### src/rtl/rtc_mon_pkg.sv
package rtc_mon_pkg;
  localparam int BYTE_W = 8;
  localparam int STAT_W = 5;
  localparam int NUM_FIELDS = 6;

  localparam logic [BYTE_W-1:0] ADDR_STATUS = 8'h01;
  localparam logic [BYTE_W-1:0] ADDR_SEC    = 8'h02;
  localparam logic [BYTE_W-1:0] ADDR_MIN    = 8'h03;
  localparam logic [BYTE_W-1:0] ADDR_HOUR   = 8'h04;
  localparam logic [BYTE_W-1:0] ADDR_DAY    = 8'h05;
  localparam logic [BYTE_W-1:0] ADDR_MONTH  = 8'h07;
  localparam logic [BYTE_W-1:0] ADDR_YEAR   = 8'h08;

  typedef enum logic [2:0] {
    EV_NONE    = 3'd0,
    EV_START   = 3'd1,
    EV_RSTART  = 3'd2,
    EV_STOP    = 3'd3,
    EV_ADDR_WR = 3'd4,
    EV_ADDR_RD = 3'd5,
    EV_DATA_WR = 3'd6,
    EV_DATA_RD = 3'd7
  } evKind_t;

  typedef enum logic [2:0] {
    ST_IDLE,
    ST_WAIT_AW,
    ST_WAIT_PTR,
    ST_WRITE,
    ST_WAIT_AR,
    ST_READ
  } monState_t;

  typedef struct packed {
    logic clearFields;
    logic loadPtr;
    logic applyByte;
    logic reportWrite;
    logic reportRead;
  } ctrlStrobe_t;
endpackage

### src/rtl/rtc_mon_ctrl.sv
module rtc_mon_ctrl
  import rtc_mon_pkg::*;
(
  input  logic        clk,
  input  logic        rstN,
  input  logic        evValid,
  input  logic [2:0]  evType,
  output ctrlStrobe_t strobe
);
  monState_t curState, nextState;
  evKind_t   kind;

  assign kind = evKind_t'(evType);

  always_comb begin
    nextState = curState;
    strobe    = '0;
    if (evValid) begin
      if (kind == EV_START) begin
        // a start restarts the sequence from any state
        nextState          = ST_WAIT_AW;
        strobe.clearFields = 1'b1;
      end else begin
        case (curState)
          ST_WAIT_AW: if (kind == EV_ADDR_WR) nextState = ST_WAIT_PTR;
          ST_WAIT_PTR: begin
            if (kind == EV_DATA_WR) begin
              strobe.loadPtr = 1'b1;
              nextState      = ST_WRITE;
            end
          end
          ST_WRITE: begin
            if (kind == EV_DATA_WR) begin
              strobe.applyByte = 1'b1;
            end else if (kind == EV_RSTART) begin
              nextState = ST_WAIT_AR;
            end else if (kind == EV_STOP) begin
              strobe.reportWrite = 1'b1;
              nextState          = ST_IDLE;
            end
          end
          ST_WAIT_AR: if (kind == EV_ADDR_RD) nextState = ST_READ;
          ST_READ: begin
            if (kind == EV_DATA_RD) begin
              strobe.applyByte = 1'b1;
            end else if (kind == EV_STOP) begin
              strobe.reportRead = 1'b1;
              nextState         = ST_IDLE;
            end
          end
          default: nextState = curState;
        endcase
      end
    end
  end

  always_ff @(posedge clk or negedge rstN) begin
    if (!rstN) curState <= ST_IDLE;
    else       curState <= nextState;
  end
endmodule

### src/rtl/rtc_mon_field.sv
module rtc_mon_field
  import rtc_mon_pkg::*;
#(
  parameter int                FIELD_W    = 7,
  parameter int                SRC_W      = 7,
  parameter logic [BYTE_W-1:0] FIELD_ADDR = 8'h02
) (
  input  logic               clk,
  input  logic               rstN,
  input  logic               clearFields,
  input  logic               applyByte,
  input  logic [BYTE_W-1:0]  ptr,
  input  logic [BYTE_W-1:0]  dataByte,
  output logic [FIELD_W-1:0] fieldVal
);
  localparam logic [BYTE_W-1:0] SRC_MASK = BYTE_W'((1 << SRC_W) - 1);

  logic [BYTE_W-1:0]  srcBits;
  logic [FIELD_W-1:0] binVal;

  assign srcBits = dataByte & SRC_MASK;
  assign binVal  = FIELD_W'({4'd0, srcBits[3:0]} + (8'd10 * {4'd0, srcBits[7:4]}));

  always_ff @(posedge clk or negedge rstN) begin
    if (!rstN)                                   fieldVal <= '1;
    else if (clearFields)                        fieldVal <= '1;
    else if (applyByte && (ptr == FIELD_ADDR))   fieldVal <= binVal;
  end
endmodule

### src/rtl/rtc_mon_datapath.sv
module rtc_mon_datapath
  import rtc_mon_pkg::*;
(
  input  logic                  clk,
  input  logic                  rstN,
  input  ctrlStrobe_t           strobe,
  input  logic [BYTE_W-1:0]     evData,
  output logic                  doneWrite,
  output logic                  doneRead,
  output logic [6:0]            outSec,
  output logic [6:0]            outMin,
  output logic [5:0]            outHour,
  output logic [5:0]            outDay,
  output logic [4:0]            outMonth,
  output logic [7:0]            outYear,
  output logic [NUM_FIELDS-1:0] validMask,
  output logic [STAT_W-1:0]     statusBits,
  output logic                  lowVoltage
);
  logic [BYTE_W-1:0] ptr;
  logic [STAT_W-1:0] statReg;
  logic              lvReg;
  logic [6:0]        secBin, minBin;
  logic [5:0]        hourBin, dayBin;
  logic [4:0]        monthBin;
  logic [7:0]        yearBin;
  logic              reportAny;

  assign reportAny = strobe.reportWrite | strobe.reportRead;

  always_ff @(posedge clk or negedge rstN) begin
    if (!rstN)                 ptr <= '0;
    else if (strobe.loadPtr)   ptr <= evData;
    else if (strobe.applyByte) ptr <= ptr + 1'b1;
  end

  always_ff @(posedge clk or negedge rstN) begin
    if (!rstN) begin
      statReg <= '0;
      lvReg   <= 1'b0;
    end else if (strobe.applyByte) begin
      if (ptr == ADDR_STATUS) statReg <= evData[STAT_W-1:0];
      if (ptr == ADDR_SEC)    lvReg   <= evData[BYTE_W-1];
    end
  end

  rtc_mon_field #(.FIELD_W(7), .SRC_W(7), .FIELD_ADDR(ADDR_SEC)) u_sec (
    .clk(clk), .rstN(rstN), .clearFields(strobe.clearFields), .applyByte(strobe.applyByte),
    .ptr(ptr), .dataByte(evData), .fieldVal(secBin));
  rtc_mon_field #(.FIELD_W(7), .SRC_W(7), .FIELD_ADDR(ADDR_MIN)) u_min (
    .clk(clk), .rstN(rstN), .clearFields(strobe.clearFields), .applyByte(strobe.applyByte),
    .ptr(ptr), .dataByte(evData), .fieldVal(minBin));
  rtc_mon_field #(.FIELD_W(6), .SRC_W(6), .FIELD_ADDR(ADDR_HOUR)) u_hour (
    .clk(clk), .rstN(rstN), .clearFields(strobe.clearFields), .applyByte(strobe.applyByte),
    .ptr(ptr), .dataByte(evData), .fieldVal(hourBin));
  rtc_mon_field #(.FIELD_W(6), .SRC_W(6), .FIELD_ADDR(ADDR_DAY)) u_day (
    .clk(clk), .rstN(rstN), .clearFields(strobe.clearFields), .applyByte(strobe.applyByte),
    .ptr(ptr), .dataByte(evData), .fieldVal(dayBin));
  rtc_mon_field #(.FIELD_W(5), .SRC_W(5), .FIELD_ADDR(ADDR_MONTH)) u_month (
    .clk(clk), .rstN(rstN), .clearFields(strobe.clearFields), .applyByte(strobe.applyByte),
    .ptr(ptr), .dataByte(evData), .fieldVal(monthBin));
  rtc_mon_field #(.FIELD_W(8), .SRC_W(8), .FIELD_ADDR(ADDR_YEAR)) u_year (
    .clk(clk), .rstN(rstN), .clearFields(strobe.clearFields), .applyByte(strobe.applyByte),
    .ptr(ptr), .dataByte(evData), .fieldVal(yearBin));

  always_ff @(posedge clk or negedge rstN) begin
    if (!rstN) begin
      doneWrite  <= 1'b0;
      doneRead   <= 1'b0;
      outSec     <= '1;
      outMin     <= '1;
      outHour    <= '1;
      outDay     <= '1;
      outMonth   <= '1;
      outYear    <= '1;
      validMask  <= '0;
      statusBits <= '0;
      lowVoltage <= 1'b0;
    end else begin
      doneWrite <= strobe.reportWrite;
      doneRead  <= strobe.reportRead;
      if (reportAny) begin
        outSec     <= secBin;
        outMin     <= minBin;
        outHour    <= hourBin;
        outDay     <= dayBin;
        outMonth   <= monthBin;
        outYear    <= yearBin;
        validMask  <= {yearBin != '1, monthBin != '1, dayBin != '1,
                       hourBin != '1, minBin != '1, secBin != '1};
        statusBits <= statReg;
        lowVoltage <= lvReg;
      end
    end
  end
endmodule

### src/rtl/rtc_txn_monitor.sv
module rtc_txn_monitor
  import rtc_mon_pkg::*;
(
  input  logic       clk,
  input  logic       rstN,
  input  logic       evValid,
  input  logic [2:0] evType,
  input  logic [7:0] evData,
  output logic       doneWrite,
  output logic       doneRead,
  output logic [6:0] outSec,
  output logic [6:0] outMin,
  output logic [5:0] outHour,
  output logic [5:0] outDay,
  output logic [4:0] outMonth,
  output logic [7:0] outYear,
  output logic [5:0] validMask,
  output logic [4:0] statusBits,
  output logic       lowVoltage
);
  ctrlStrobe_t strobe;

  rtc_mon_ctrl u_ctrl (
    .clk(clk), .rstN(rstN), .evValid(evValid), .evType(evType), .strobe(strobe));

  rtc_mon_datapath u_dp (
    .clk(clk), .rstN(rstN), .strobe(strobe), .evData(evData),
    .doneWrite(doneWrite), .doneRead(doneRead),
    .outSec(outSec), .outMin(outMin), .outHour(outHour), .outDay(outDay),
    .outMonth(outMonth), .outYear(outYear), .validMask(validMask),
    .statusBits(statusBits), .lowVoltage(lowVoltage));
endmodule

### config.mk
export PLATFORM = sky130hd
export DESIGN_NAME = rtc_txn_monitor
export DESIGN_NICKNAME = d
export VERILOG_FILES = /design/src/rtl/rtc_mon_pkg.sv /design/src/rtl/rtc_mon_ctrl.sv /design/src/rtl/rtc_mon_field.sv /design/src/rtl/rtc_mon_datapath.sv /design/src/rtl/rtc_txn_monitor.sv
export SDC_FILE = /design/constraint.sdc
export NUM_CORES = 1
export LEC_CHECK = 0
export BUFFER_PORTS_ARGS = -buffer_cell sky130_fd_sc_hd__buf_2
export CORE_MARGIN = 4
export CORE_UTILIZATION = 50
export DETAILED_ROUTE_END_ITERATION = 10
export GPL_ROUTABILITY_DRIVEN = 0
export PLACE_DENSITY_LB_ADDON = 0.25
export SYNTH_ARGS = -nofsm -noshare
export SYNTH_HDL_FRONTEND = slang
export SYNTH_SLANG_ARGS = --single-unit
export TNS_END_PERCENT = 5
### constraint.sdc
create_clock -name clk -period 4.6 [get_ports clk]
set_input_delay 0.69 -clock clk [delete_from_list [all_inputs] [get_ports clk]]
set_output_delay 0.69 -clock clk [all_outputs]
set_load 0.02 [all_outputs]
# Word-level counts from Yosys, hierarchy flattened
# Cells that the tools add are included.
# Widths: inputs -> output; s select.
[totals]
in_bits = 14
out_inout_bits = 53
reg_bits = 109
[op_classes]
reduce_logical = 17
n_mul = 4
bitwise_logic = 1
n_addsub = 5
mux = 36
n_eq_ne = 30
[ops]
columns = ["cell", "n"]
rows = [
  ["$mux 8", 4],
  ["$mux 7", 4],
  ["$eq 8x3->1 const B", 3],
  ["$mux 3", 8],
  ["$mux 6", 4],
  ["$eq 3x3->1 const B", 6],
  ["$eq 8x2->1 const B", 2],
  ["$mux 5", 3],
  ["$pmux 3 s5", 1],
  ["$ne 7x7->1 const B", 2],
  ["$reduce_bool 2->1", 7],
  ["$eq 3x2->1 const B", 4],
  ["$ne 6x6->1 const B", 2],
  ["$mux 1", 10],
  ["$ne 3x1->1 const B", 3],
  ["$add 4x8->8", 1],
  ["$add 8x1->8 const B", 1],
  ["$eq 8x1->1 const B", 1],
  ["$eq 8x4->1 const B", 1],
  ["$ne 8x8->1 const B", 1],
  ["$add 4x7->7", 1],
  ["$mul 3x4->7 const A", 1],
  ["$reduce_and 7->1", 1],
  ["$add 4x6->6", 1],
  ["other kinds (13)", 21],
]

# Longest topological paths before layout
# Gate-level depths: netlist of the first run.
[depth]
ltp_word = 10
mapped_depth = 8
depth_no_buf = 8

# Modules after synthesis
# From an unflattened synthesis of the first run, not the netlist that was laid out.
[unflattened]
hier_cells = 607
area_unflattened_um2 = 6059.6
[by_module_without_submodules]
columns = ["module", "area_per_inst_um2", "seq_area_each_um2", "cells_each", "instances"]
rows = [
  ["rtc_mon_datapath", 2830.2, 1725.4, 294, 1],
  ["rtc_mon_field (u_dp.u_year)", 690.7, 210.2, 66, 1],
  ["rtc_mon_field (u_dp.u_sec)", 506.7, 183.9, 44, 1],
  ["rtc_mon_field (u_dp.u_min)", 504.2, 183.9, 44, 1],
  ["rtc_mon_field (u_dp.u_day)", 434.2, 157.7, 44, 1],
  ["rtc_mon_field (u_dp.u_hour)", 429.2, 157.7, 44, 1],
  ["rtc_mon_ctrl", 349.1, 75.1, 43, 1],
  ["rtc_mon_field (u_dp.u_month)", 315.3, 131.4, 28, 1],
]

# Least setup slack after synthesis of the first run
# No wires, ideal clock.
[synth_path]
path_type = "input to register"
start = "in evData[5]"
end = "reg u_dp.u_year.fieldVal[7]"
arrival_time_ps = 2403
setup_ps = 95
stages = 8
setup_slack_ps = 2102
path_buffers = 0
path_cell_list = "ha_1 -> ha_1 -> fa_1 -> nand2_1 -> o21bai_1 -> mux2_2 -> a21oi_1 -> a22oi_1"
[synth_between]
elab_chain_len = 4
[synth_lines]
columns = ["element", "line_no", "source"]
rows = [
  ["start: declaration", "rtc_txn_monitor.sv:8", "input logic [7:0] evData,"],
  ["$mul 3x4->7", "rtc_mon_field.sv:22", "assign binVal = FIELD_W'({4'd0, srcBits[3:0]} + (8'd10 * {4'd0, srcBits[7:4]}));"],
  ["$add 4x8->8", "rtc_mon_field.sv:22", ""],
  ["$mux 8", "rtc_mon_field.sv:27", "else if (applyByte && (ptr == FIELD_ADDR)) fieldVal <= binVal;"],
  ["$mux 8", "rtc_mon_field.sv:26", "else if (clearFields) fieldVal <= '1;"],
  ["end signal: assignment", "rtc_mon_field.sv:27", ""],
  ["end: declaration", "rtc_mon_field.sv:14", "output logic [FIELD_W-1:0] fieldVal"],
]
# No other way between the ends. The select of a mux whose other input is x is not followed.
# A chain may end at the register's enable or synchronous reset.

# Worst setup path after layout of the first run
# Same ends and word-level chain as after synthesis.

==> results.py, run 1 <==
metrics = {
    "outcome": {
        "status": "finished clean",
    },
    "layout": {
        "final_common_cell": "dfstp_2",
        "nNetsFinal": 532,
        "drive_gt1_share_pct": 45.1,
        "n_antenna_cell": 0,
        "layout_common_cells": "dfstp_2, buf_2, nand2_1",
        "multi_input_area_sq_mm": 0.00230,
        "nFillCells": 896,
        "seq_area_sq_mm": 0.00283,
        "syn_to_final_growth_pct": 11.2,
    },
    "cts": {
        "clockBufferDepth": 2,
        "cts_made_buffers": 9,
        "cts.reportedPaths.clkPinSlew_ns": 0.10,
        "cts-root-buf": "clkbuf_8",
        "clock_sinks": 109,
        "ctsHoldBuffers": 0,
        "cts_setup_buffers": 0,
        "cts-resized-gates": 0,
        "clkLatencyLatePin_ns": 0.37,
        "cts_tree": "built",
        "cts_max_level": 3,
    },
    "critical_path": {
        "start_kind": "input port",
        "crit_fanout": 6,
        "crit_required_ns": 4.87,
        "cp.arrival_ns": 2.73,
        "endpoint_kind": "register",
        "worst-setup-path-type": "input port to register",
    },
    "logic_synthesis": {
        "synthArstFlopShare_pct": 100,
        "synth_seq_area_share_pct": 53.4,
        "synth_cell_types": 55,
        "syn_area_sq_mm": 0.00529,
        "synth_area_per_cell_sq_um": 11.9,
        "yosysWarnings": 0,
        "synth_edf_count": 0,
        "synth_nets": 474,
        "syn_inst": 443,
        "synth.ff_latch_count": 109,
        "synth_ff_type": "dfstp_2",
    },
    "sta": {
        "clock.fmax_mhz": 407,
        "hold_viol": 0,
        "post-route-period-util_pct": 53.5,
        "finalSetupTns_ns": 0,
        "finalCriticalPeriod_ns": 2.46,
        "setup_viol": 0,
        "tightestPinTransition_ns": 0.854,
        "rsz0062_at_grt": "false",
        "layout_setup_ws_ns": 2.14,
        "drv_slew": 0,
        "skew_ns": 0.00727,
        "slew_headroom_pct": 43.1,
    },
    "grt": {
        "grt_first_pass_wirelength_um": 18100,
        "antenna_found_initial": 0,
        "gr-total-overflow": 0,
        "track_usage_pct": 17.9,
        "grt_max_degree": 72,
        "grt_pass1_vias": 3561,
    },
    "run": {
        "maxCapViolations": 0,
    },
    "die": {
        "std_cell_rows": 37,
        "die_area_sq_mm": 0.0123,
        "die_w_um": 111,
        "core_sq_mm": 0.0103,
        "initial_core_util_pct": 51.2,
        "io_pins": 67,
        "die_y_um": 111,
    },
    "detailed_routing": {
        "drtIter0Drc": 212,
        "routed_via_density": 5.49,
        "wire_per_inst_um": 16.4,
        "num_vias": 3527,
        "drt_wl_total_um": 10500,
        "drcViolationCount": 0,
        "drt-pass1-iter-count": 4,
        "drt.antenna.violating_nets": 0,
    },
    "hold_path": {
        "min_path_type": "input port to async pin",
    },
    "pwr": {
        "vdd_ir_drop_max_uv": 287,
        "total_power_uw": 3340,
        "power.density_mw_per_mm2": 568,
        "p_leak_uw": 0.00277,
    },
    "placed_design": {
        "dp_hpwl_um": 7540,
        "pre_cts_ws_ns": 1.79,
        "numPortBuffers": 66,
    },
}
==> power breakdown <==
group          internal [uW]  switching, uW  total (uW)
Combinational            512            651        1160
Sequential              1420            213        1630
Clock                    218            328         546
==> metal layers <==
metal  track usage, %  wire (um)  vias to the layer above
met5                0          0                        -
met4             6.49        129                        0
met3             2.67        462                        9
met2             28.8       5130                       73
met1             24.5       4790                     1747
li1                 -          -                     1698
==> worst max-delay path, stage by stage <==
cell	delay, ns
buf_2	0.16
ha_1	0.31
ha_1	0.23
fa_1	0.48
nand2_1	0.10
o21bai_1	0.14
mux2_2	0.36
a21oi_1	0.16
a22oi_1	0.10
==> flip-flops by register name, summed over array words and instances (netlist names), 3 cells and up <==
register,count
u_dp.outYear,8
u_dp.ptr,8
u_dp.u_year.fieldVal,8
u_dp.outMin,7
u_dp.outSec,7
u_dp.u_min.fieldVal,7
u_dp.u_sec.fieldVal,7
u_dp.outDay,6
u_dp.outHour,6
u_dp.u_day.fieldVal,6
u_dp.u_hour.fieldVal,6
u_dp.validMask,6
u_dp.outMonth,5
u_dp.statReg,5
u_dp.statusBits,5
u_dp.u_month.fieldVal,5
u_ctrl.curState,3
==> area by class of cell <==
cell class,count,share of cell area [%]
repair buffers,69,6.05
clock buffers,11,2.41
multi-input cells,301,39.2
clock inverters,5,0.724
well taps,136,2.90
inverters,11,0.703
flip-flops and latches,109,48.1
==> cell families (layout without fill, tap and decap cells) <==
logic type | Yosys count | count (layout) | synth area share (%)
AND/OR/NAND/NOR | 120 | 120 | 11.5
XOR/XNOR | 13 | 13 | 2.15
buffers and inverters | 33 | 96 | 3.15
flip-flops | 109 | 109 | 53.4
adder cells (fa/ha/maj) | 17 | 17 | 4.31
multiplexers | 67 | 67 | 15.2
AO/OA/AOI/OAI | 84 | 84 | 10.3
==> synth_stat cells (6+ instances only) <==
cell      instances  area, sq um
a21oi_1          18         90.1
ha_1             15          188
nand3_1           9         45.0
o211ai_1         19          143
clkbuf_1         11         41.3
o21ai_0          23          115
nand2_1          48          180
mux2_4           18          270
nor3_1            6         30.0
nor2_1           24         90.1
xor2_1           10         87.6
mux2_2           34          383
dfstp_2          78         2050
nand4_1           8         50.1
inv_1             9         33.8
dfrtp_1          31          776
mux2i_1          15          150
==> worst paths after layout <==
check,from,endpoint,slack (ns),cells after the start
worst max register to register,u_ctrl.curState[0]$_DFFE_PN0P_,u_dp.outSec[4]$_DFFE_PN1P_,2.25,5
worst min-delay path,rstN,u_dp.validMask[0]$_DFFE_PN0P_,0.43,1
max in group asynchronous,rstN,u_dp.outMonth[1]$_DFFE_PN1P_,3.16,2
worst min register to register,u_dp.validMask[2]$_DFFE_PN0P_,u_dp.validMask[2]$_DFFE_PN0P_,0.48,2
min in group clk,u_dp.validMask[2]$_DFFE_PN0P_,u_dp.validMask[2]$_DFFE_PN0P_,0.48,2
worst max-delay path,evData[5],u_dp.u_year.fieldVal[7]$_DFFE_PN1P_,2.14,9
==> through the flow <==
stage	hold WS, ns	instance area [sq um]	util (%)	std cells
floorplan	0.394	5290	-	443
global placement	0.460	5690	55.1	626
detailed placement	0.466	5690	55.1	626
CTS	0.454	5880	56.9	642
global route	0.496	5880	56.9	642
finish	0.428	5880	56.9	642
No activity file was read; power rests on OpenSTA's default activity.
==> run 2, diff against run 1 <==
- clock period: 4.6 -> 2.3 ns (I/O delays scaled with it)
==> run 2 against run 1 <==
  * Sequential power is 100% higher
  * Non-clock buffer count up 18
  * Combinational power is 100% higher
  * Sequential cell count stayed put
  * Utilization is 1.7 points higher
  * Setup slack worse by 1.9 ns
  * Register-to-register slack lost 2.0 ns
  * Hold slack lost 0.15 ns
  * Die area unchanged
  * Clock power rose by 110%
  * Cell count increased by 2.8%
  * Critical endpoint is now u_dp.u_hour.fieldVal[0]$_DFFE_PN1P_
  * Largest power group unchanged
==> results.py, run 2 (synthesized netlist as in run 1, its figures left out) <==
metrics = {
    "critical_path": {
        "cp_slowest_cell": "or4_1",
        "crit_path_max_incr_delay_ns": 0.64,
        "start_kind": "register",
        "endpoint_kind": "register",
        "rr_startpoint": "u_dp.ptr[4]$_DFFE_PN0P_",
        "r2r_end": "u_dp.u_hour.fieldVal[0]$_DFFE_PN1P_",
        "cp_cell_sequence": "or4_1 -> nor3b_2 -> nand4_2 -> mux2i_1 -> nand2_1",
        "worstSetupStartpoint": "u_dp.ptr[4]$_DFFE_PN0P_",
        "r2r_setup_slack_ns": 0.22,
        "endpoint": "u_dp.u_hour.fieldVal[0]$_DFFE_PN1P_",
        "crit_fanout": 10,
        "worst-setup-path-type": "register to register",
        "crit_required_ns": 2.62,
        "cp.arrival_ns": 2.40,
        "reg2reg_depth": 5,
    },
    "cts": {
        "clockBufferDepth": 2,
        "cts_made_buffers": 9,
        "cts_tree": "built",
        "cts.reportedPaths.clkPinSlew_ns": 0.12,
        "cts-root-buf": "clkbuf_8",
        "clkLatencyLatePin_ns": 0.37,
        "clock_sinks": 109,
        "cts_max_level": 3,
        "cts_setup_buffers": 0,
    },
    "sta": {
        "setup_viol": 0,
        "hold_viol": 0,
        "tightestPinTransition_ns": 0.585,
        "post-route-period-util_pct": 90.3,
        "slew_headroom_pct": 61.0,
        "finalCriticalPeriod_ns": 2.08,
        "layout_setup_ws_ns": 0.222,
        "drv_slew": 0,
        "rsz0062_at_grt": "false",
        "clock.fmax_mhz": 481,
        "skew_ns": 0.00958,
        "finalSetupTns_ns": 0,
    },
    "pwr": {
        "vdd_ir_drop_max_uv": 520,
        "power.density_mw_per_mm2": 1120,
        "p_leak_uw": 0.00287,
    },
    "layout": {
        "multi_input_area_sq_mm": 0.00230,
        "n_antenna_cell": 0,
        "top_regs": "u_dp.outYear x8, u_dp.ptr x8, u_dp.u_year.fieldVal x8",
        "nNetsFinal": 550,
        "drive_gt1_share_pct": 46.9,
        "seq_area_sq_mm": 0.00283,
        "layout_common_cells": "dfstp_2, buf_2, nand2_1",
        "syn_to_final_growth_pct": 14.6,
        "nFillCells": 888,
        "final_common_cell": "dfstp_2",
        "finalInstanceArea_sq_mm": 0.00606,
    },
    "die": {
        "initial_core_util_pct": 51.2,
        "std_cell_rows": 37,
        "die_y_um": 111,
        "die_area_sq_mm": 0.0123,
        "io_pins": 67,
        "core_sq_mm": 0.0103,
        "die_w_um": 111,
    },
    "placed_design": {
        "pre_cts_ws_ns": -0.0526,
        "numPortBuffers": 66,
        "place_area_sq_mm": 0.00584,
        "dp_hpwl_um": 8010,
    },
    "detailed_routing": {
        "wire_per_inst_um": 16.4,
        "drt-pass1-iter-count": 4,
        "drt_wl_total_um": 10800,
        "drcViolationCount": 0,
        "drtIter0Drc": 137,
        "num_vias": 3619,
        "routed_via_density": 5.48,
        "drt.antenna.violating_nets": 0,
    },
    "grt": {
        "grt_pass1_vias": 3677,
        "grt_first_pass_wirelength_um": 18500,
        "track_usage_pct": 18.3,
        "antenna_found_initial": 0,
        "gr-total-overflow": 0,
        "grt_max_degree": 47,
    },
    "run": {
        "maxCapViolations": 0,
    },
    "outcome": {
        "status": "finished clean",
    },
    "hold_path": {
        "min_from": "evData[2]",
        "min_path_type": "input port to register",
    },
}
-- run 2: worst min-delay path by stage --
stage	end	slack [ns]	depth (start not counted)
3_5_place_dp	u_dp.validMask[0]$_DFFE_PN0P_	0.38	1
3_3_place_gp	u_dp.validMask[0]$_DFFE_PN0P_	0.38	1
6_report	u_dp.ptr[2]$_DFFE_PN0P_	0.28	3
2_1_floorplan	u_ctrl.curState[0]$_DFFE_PN0P_	0.05	0
4_1_cts	u_dp.ptr[2]$_DFFE_PN0P_	0.26	3
5_1_grt	u_dp.ptr[2]$_DFFE_PN0P_	0.27	3
-- run 2: worst max-delay path: cells and delay by family (launching register included) --
family | cells | cell delay [ns]
AND/OR/NAND/NOR | 4 | 1.33
flip-flops | 1 | 0.44
multiplexers | 1 | 0.25
-- run 2: stage by stage --
step                      total power, uW  utilization, %  hold WS [ns]  instances
after floorplan                      4930               -        0.0494        443
after global placement               5620            56.6         0.383        643
after detailed placement             5700            56.6         0.383        643
after CTS                            6870            58.6         0.257        660
after global routing                 7230            58.7         0.270        660
final                                6810            58.7         0.276        660
-- run 2: cell type report --
cell class                      instances  share of cell area (%)
Sequential cell                       109                    46.7
Multi-Input combinational cell        301                    37.9
Timing Repair Buffer                   87                    8.55
Tap cell                              136                    2.81
Clock buffer                            9                    2.05
Clock inverter                          7                    1.32
Inverter                               11                   0.682
-- run 2: what timing repair did --
| action | CTS | global route |
|---|---|---|
| hold buffers | 1 | 0 |
| endpoints found under the hold margin | 8 | 0 |
| resized for setup | 0 | 1 |
| setup endpoints to repair | 0 | 2 |
-- run 2: power breakdown --
part	switching, uW	total, uW	internal (uW)
clock	735	1170	437
combinational	1310	2370	1060
sequential	428	3260	2830
-- run 2: routing by layer --
metal  vias to the layer above  GRT usage (%)  share of wire (%)
li1                       1734              -                  -
met1                      1800           25.3                 46
met2                        76           30.0                 49
met3                         9           3.33                3.8
met4                         0           4.68                1.2
met5                         -              0                  0
==> run 3, diff against run 2 <==
- SKIP_CTS_REPAIR_TIMING: unset -> 1
- SLEW_MARGIN: unset -> 25
- SYNTH_HIERARCHICAL: unset -> 1
==> run 3 against run 2 <==
  * Routed wire length is 24% higher
  * Clock power is 44% higher
  * First-iteration DRC count is 120% higher
  * Register-to-register slack worse by 0.20 ns
  * Global-route usage is 1.8 points higher
  * Area after synthesis is 15% higher
  * Utilization is 1.7 points higher
  * Cell area is 16% higher
  * Via count is 29% higher
  * Hold slack worse by 0.22 ns
  * Critical path type unchanged
==> results.py, run 3 <==
metrics = {
    "detailed_routing": {
        "dr.max_layer_used": "met4",
        "num_vias": 4665,
        "drt.antenna.violating_nets": 0,
        "wire_per_inst_um": 16.1,
        "drcViolationCount": 0,
        "drt-pass1-iter-count": 4,
        "wl_met3_um": 332,
        "wl_met1_um": 6390,
        "routed_via_density": 5.61,
        "drt_wl_total_um": 13400,
        "drtIter0Drc": 305,
        "route.met2.wl_um": 6430,
    },
    "layout": {
        "drive_gt1_share_pct": 31.3,
        "final_common_cell": "nand2_1",
        "n_antenna_cell": 0,
        "layout_common_cells": "nand2_1, dfstp_2, buf_2",
        "stdcell_count": 832,
        "nNetsFinal": 737,
        "syn_to_final_growth_pct": 16.2,
        "top_regs": "u_dp/outYear x8, u_dp/ptr x8, u_dp/u_year/fieldVal x8",
        "postLayoutCoreUtil_pct": 60.4,
    },
    "cts": {
        "cts.reportedPaths.clkPinSlew_ns": 0.07,
        "clockBufferDepth": 2,
        "cts_max_level": 3,
        "clkLatencyLatePin_ns": 0.35,
        "cts_made_buffers": 9,
        "clock_sinks": 109,
        "cts-root-buf": "clkbuf_16",
        "cts_tree": "built",
    },
    "pwr": {
        "p_leak_uw": 0.00326,
        "power.density_mw_per_mm2": 1100,
        "vdd_ir_drop_max_uv": 556,
    },
    "hold_path": {
        "min_path_type": "input port to async pin",
    },
    "sta": {
        "slew_headroom_pct": 37.3,
        "rsz0062_at_grt": "true",
        "setup_viol": 0,
        "finalSetupTns_ns": 0,
        "clock.fmax_mhz": 438,
        "skew_ns": 0.00501,
        "drv_slew": 0,
        "post-route-period-util_pct": 99.2,
        "finalCriticalPeriod_ns": 2.28,
        "tightestPinTransition_ns": 0.938,
        "hold_viol": 0,
        "layout_setup_ws_ns": 0.0174,
    },
    "outcome": {
        "status": "finished clean",
    },
    "die": {
        "die_w_um": 118,
        "die_area_sq_mm": 0.0139,
        "core_sq_mm": 0.0117,
        "initial_core_util_pct": 52.0,
        "io_pins": 67,
        "die_y_um": 118,
        "std_cell_rows": 39,
    },
    "critical_path": {
        "reg2reg_depth": 7,
        "cp.arrival_ns": 2.55,
        "endpoint_kind": "register",
        "crit_required_ns": 2.57,
        "critPathBufInv": 1,
        "crit_path_max_incr_delay_ns": 0.48,
        "cp_slowest_cell": "or4b_4",
        "cp_cell_sequence": "or3b_1 -> a21oi_2 -> and2_4 -> or4b_4 -> nor4b_4 -> buf_6 -> mux2i_1",
        "start_kind": "register",
        "cp_num_cells": 7,
        "critPathTopFamily": "simple AND/OR/NAND/NOR gates",
        "worst-setup-path-type": "register to register",
        "crit_fanout": 7,
    },
    "run": {
        "maxCapViolations": 0,
    },
    "logic_synthesis": {
        "synth_common_cells": "nand2_1, dfstp_2, ha_1",
        "synth_area_per_cell_sq_um": 9.98,
        "synth_nets": 660,
        "synth_seq_area_share_pct": 46.6,
        "yosysWarnings": 6,
        "synth_edf_count": 0,
        "synth.top_cell.area_share_pct": 33.8,
        "synth_cell_types": 65,
        "synth_area_leaders": "dfstp_2, dfrtp_1, nand2_1",
        "syn_inst": 607,
        "synthArstFlopShare_pct": 100,
        "yosys.cell_count.top_type": "nand2_1",
        "synth.ff_latch_count": 109,
        "yosysTopAreaCell": "dfstp_2",
        "syn_area_sq_mm": 0.00606,
        "synth_ff_type": "dfstp_2",
    },
    "grt": {
        "gr-total-overflow": 0,
        "grt_pass1_vias": 4785,
        "grt_first_pass_wirelength_um": 23300,
        "grt_max_degree": 110,
        "antenna_found_initial": 0,
        "track_usage_pct": 20.2,
    },
    "placed_design": {
        "dp_hpwl_um": 9040,
        "pre_cts_ws_ns": -0.0704,
        "numPortBuffers": 66,
        "dp.cells": 816,
    },
}
==> run 3: cell type report <==
cell class                      instances  area, sq um
Multi-Input combinational cell        444         3040
Timing Repair Buffer                   89          551
Clock buffer                           10          239
Tap cell                              143          179
Clock inverter                          6         86.3
Sequential cell                       109         2830
Inverter                               31          116
Fill cell                            1007         4620
==> run 3: logic make-up (layout without fill, tap and decap cells) <==
kind of cell               count (synthesis)  after routing  share of synthesized area (%)
AOI/OAI and AO/OA                         93             93                           11.3
xor gates and xnor gates                  16             16                           2.31
adders and majority gates                 39             39                           8.80
buffers and inverters                     54            136                           3.70
DFF                                      109            109                           46.6
muxes                                     17             17                           2.99
and+or+nand+nor                          279            279                           24.3
==> run 3: worst paths after layout <==
kind                                                 from                                    to  slack (ns)
hold reg to reg                u_dp/outMin[4]$_DFFE_PN1P_            u_dp/outMin[4]$_DFFE_PN1P_        0.45
min in group clk                                evData[0]    u_dp/u_min/fieldVal[0]$_DFFE_PN1P_        0.33
setup / recovery           u_ctrl/curState[2]$_DFFE_PN0P_  u_dp/u_month/fieldVal[3]$_DFFE_PN1P_        0.02
max in group asynchronous                            rstN   u_dp/u_hour/fieldVal[3]$_DFFE_PN1P_        1.80
hold / removal                                       rstN         u_dp/validMask[1]$_DFFE_PN0P_        0.05
setup reg to reg           u_ctrl/curState[2]$_DFFE_PN0P_  u_dp/u_month/fieldVal[3]$_DFFE_PN1P_        0.02
==> run 3: power by group <==
group          internal [uW]  switching (uW)  total (uW)
Sequential              2820             571        3400
Combinational           1030            1600        2630
Clock                    982             701        1680
==> run 3: worst reg2reg max path, stage by stage (launching register included) <==
cell     delay [ns]
dfrtp_1        0.38
or3b_1         0.39
a21oi_2        0.16
and2_4         0.20
or4b_4         0.48
nor4b_4        0.23
buf_6          0.16
mux2i_1        0.21
==> run 3: routing by layer <==
layer | global-route usage, % | vias to the layer above
met2 | 33.3 | 78
met3 | 2.64 | 18
met5 | 0 | -
met1 | 27.1 | 2305
li1 | - | 2264
met4 | 7.62 | 0
==> run 3: stage by stage <==
stage,hold WS [ns],total power (uW),cell area (sq um)
6_report,0.0522,7710,7040
5_1_grt,0.108,8230,7040
4_1_cts,0.0881,7780,7020
3_5_place_dp,0.442,6070,6700
3_3_place_gp,0.438,5980,6700
2_1_floorplan,0.0494,5140,6070
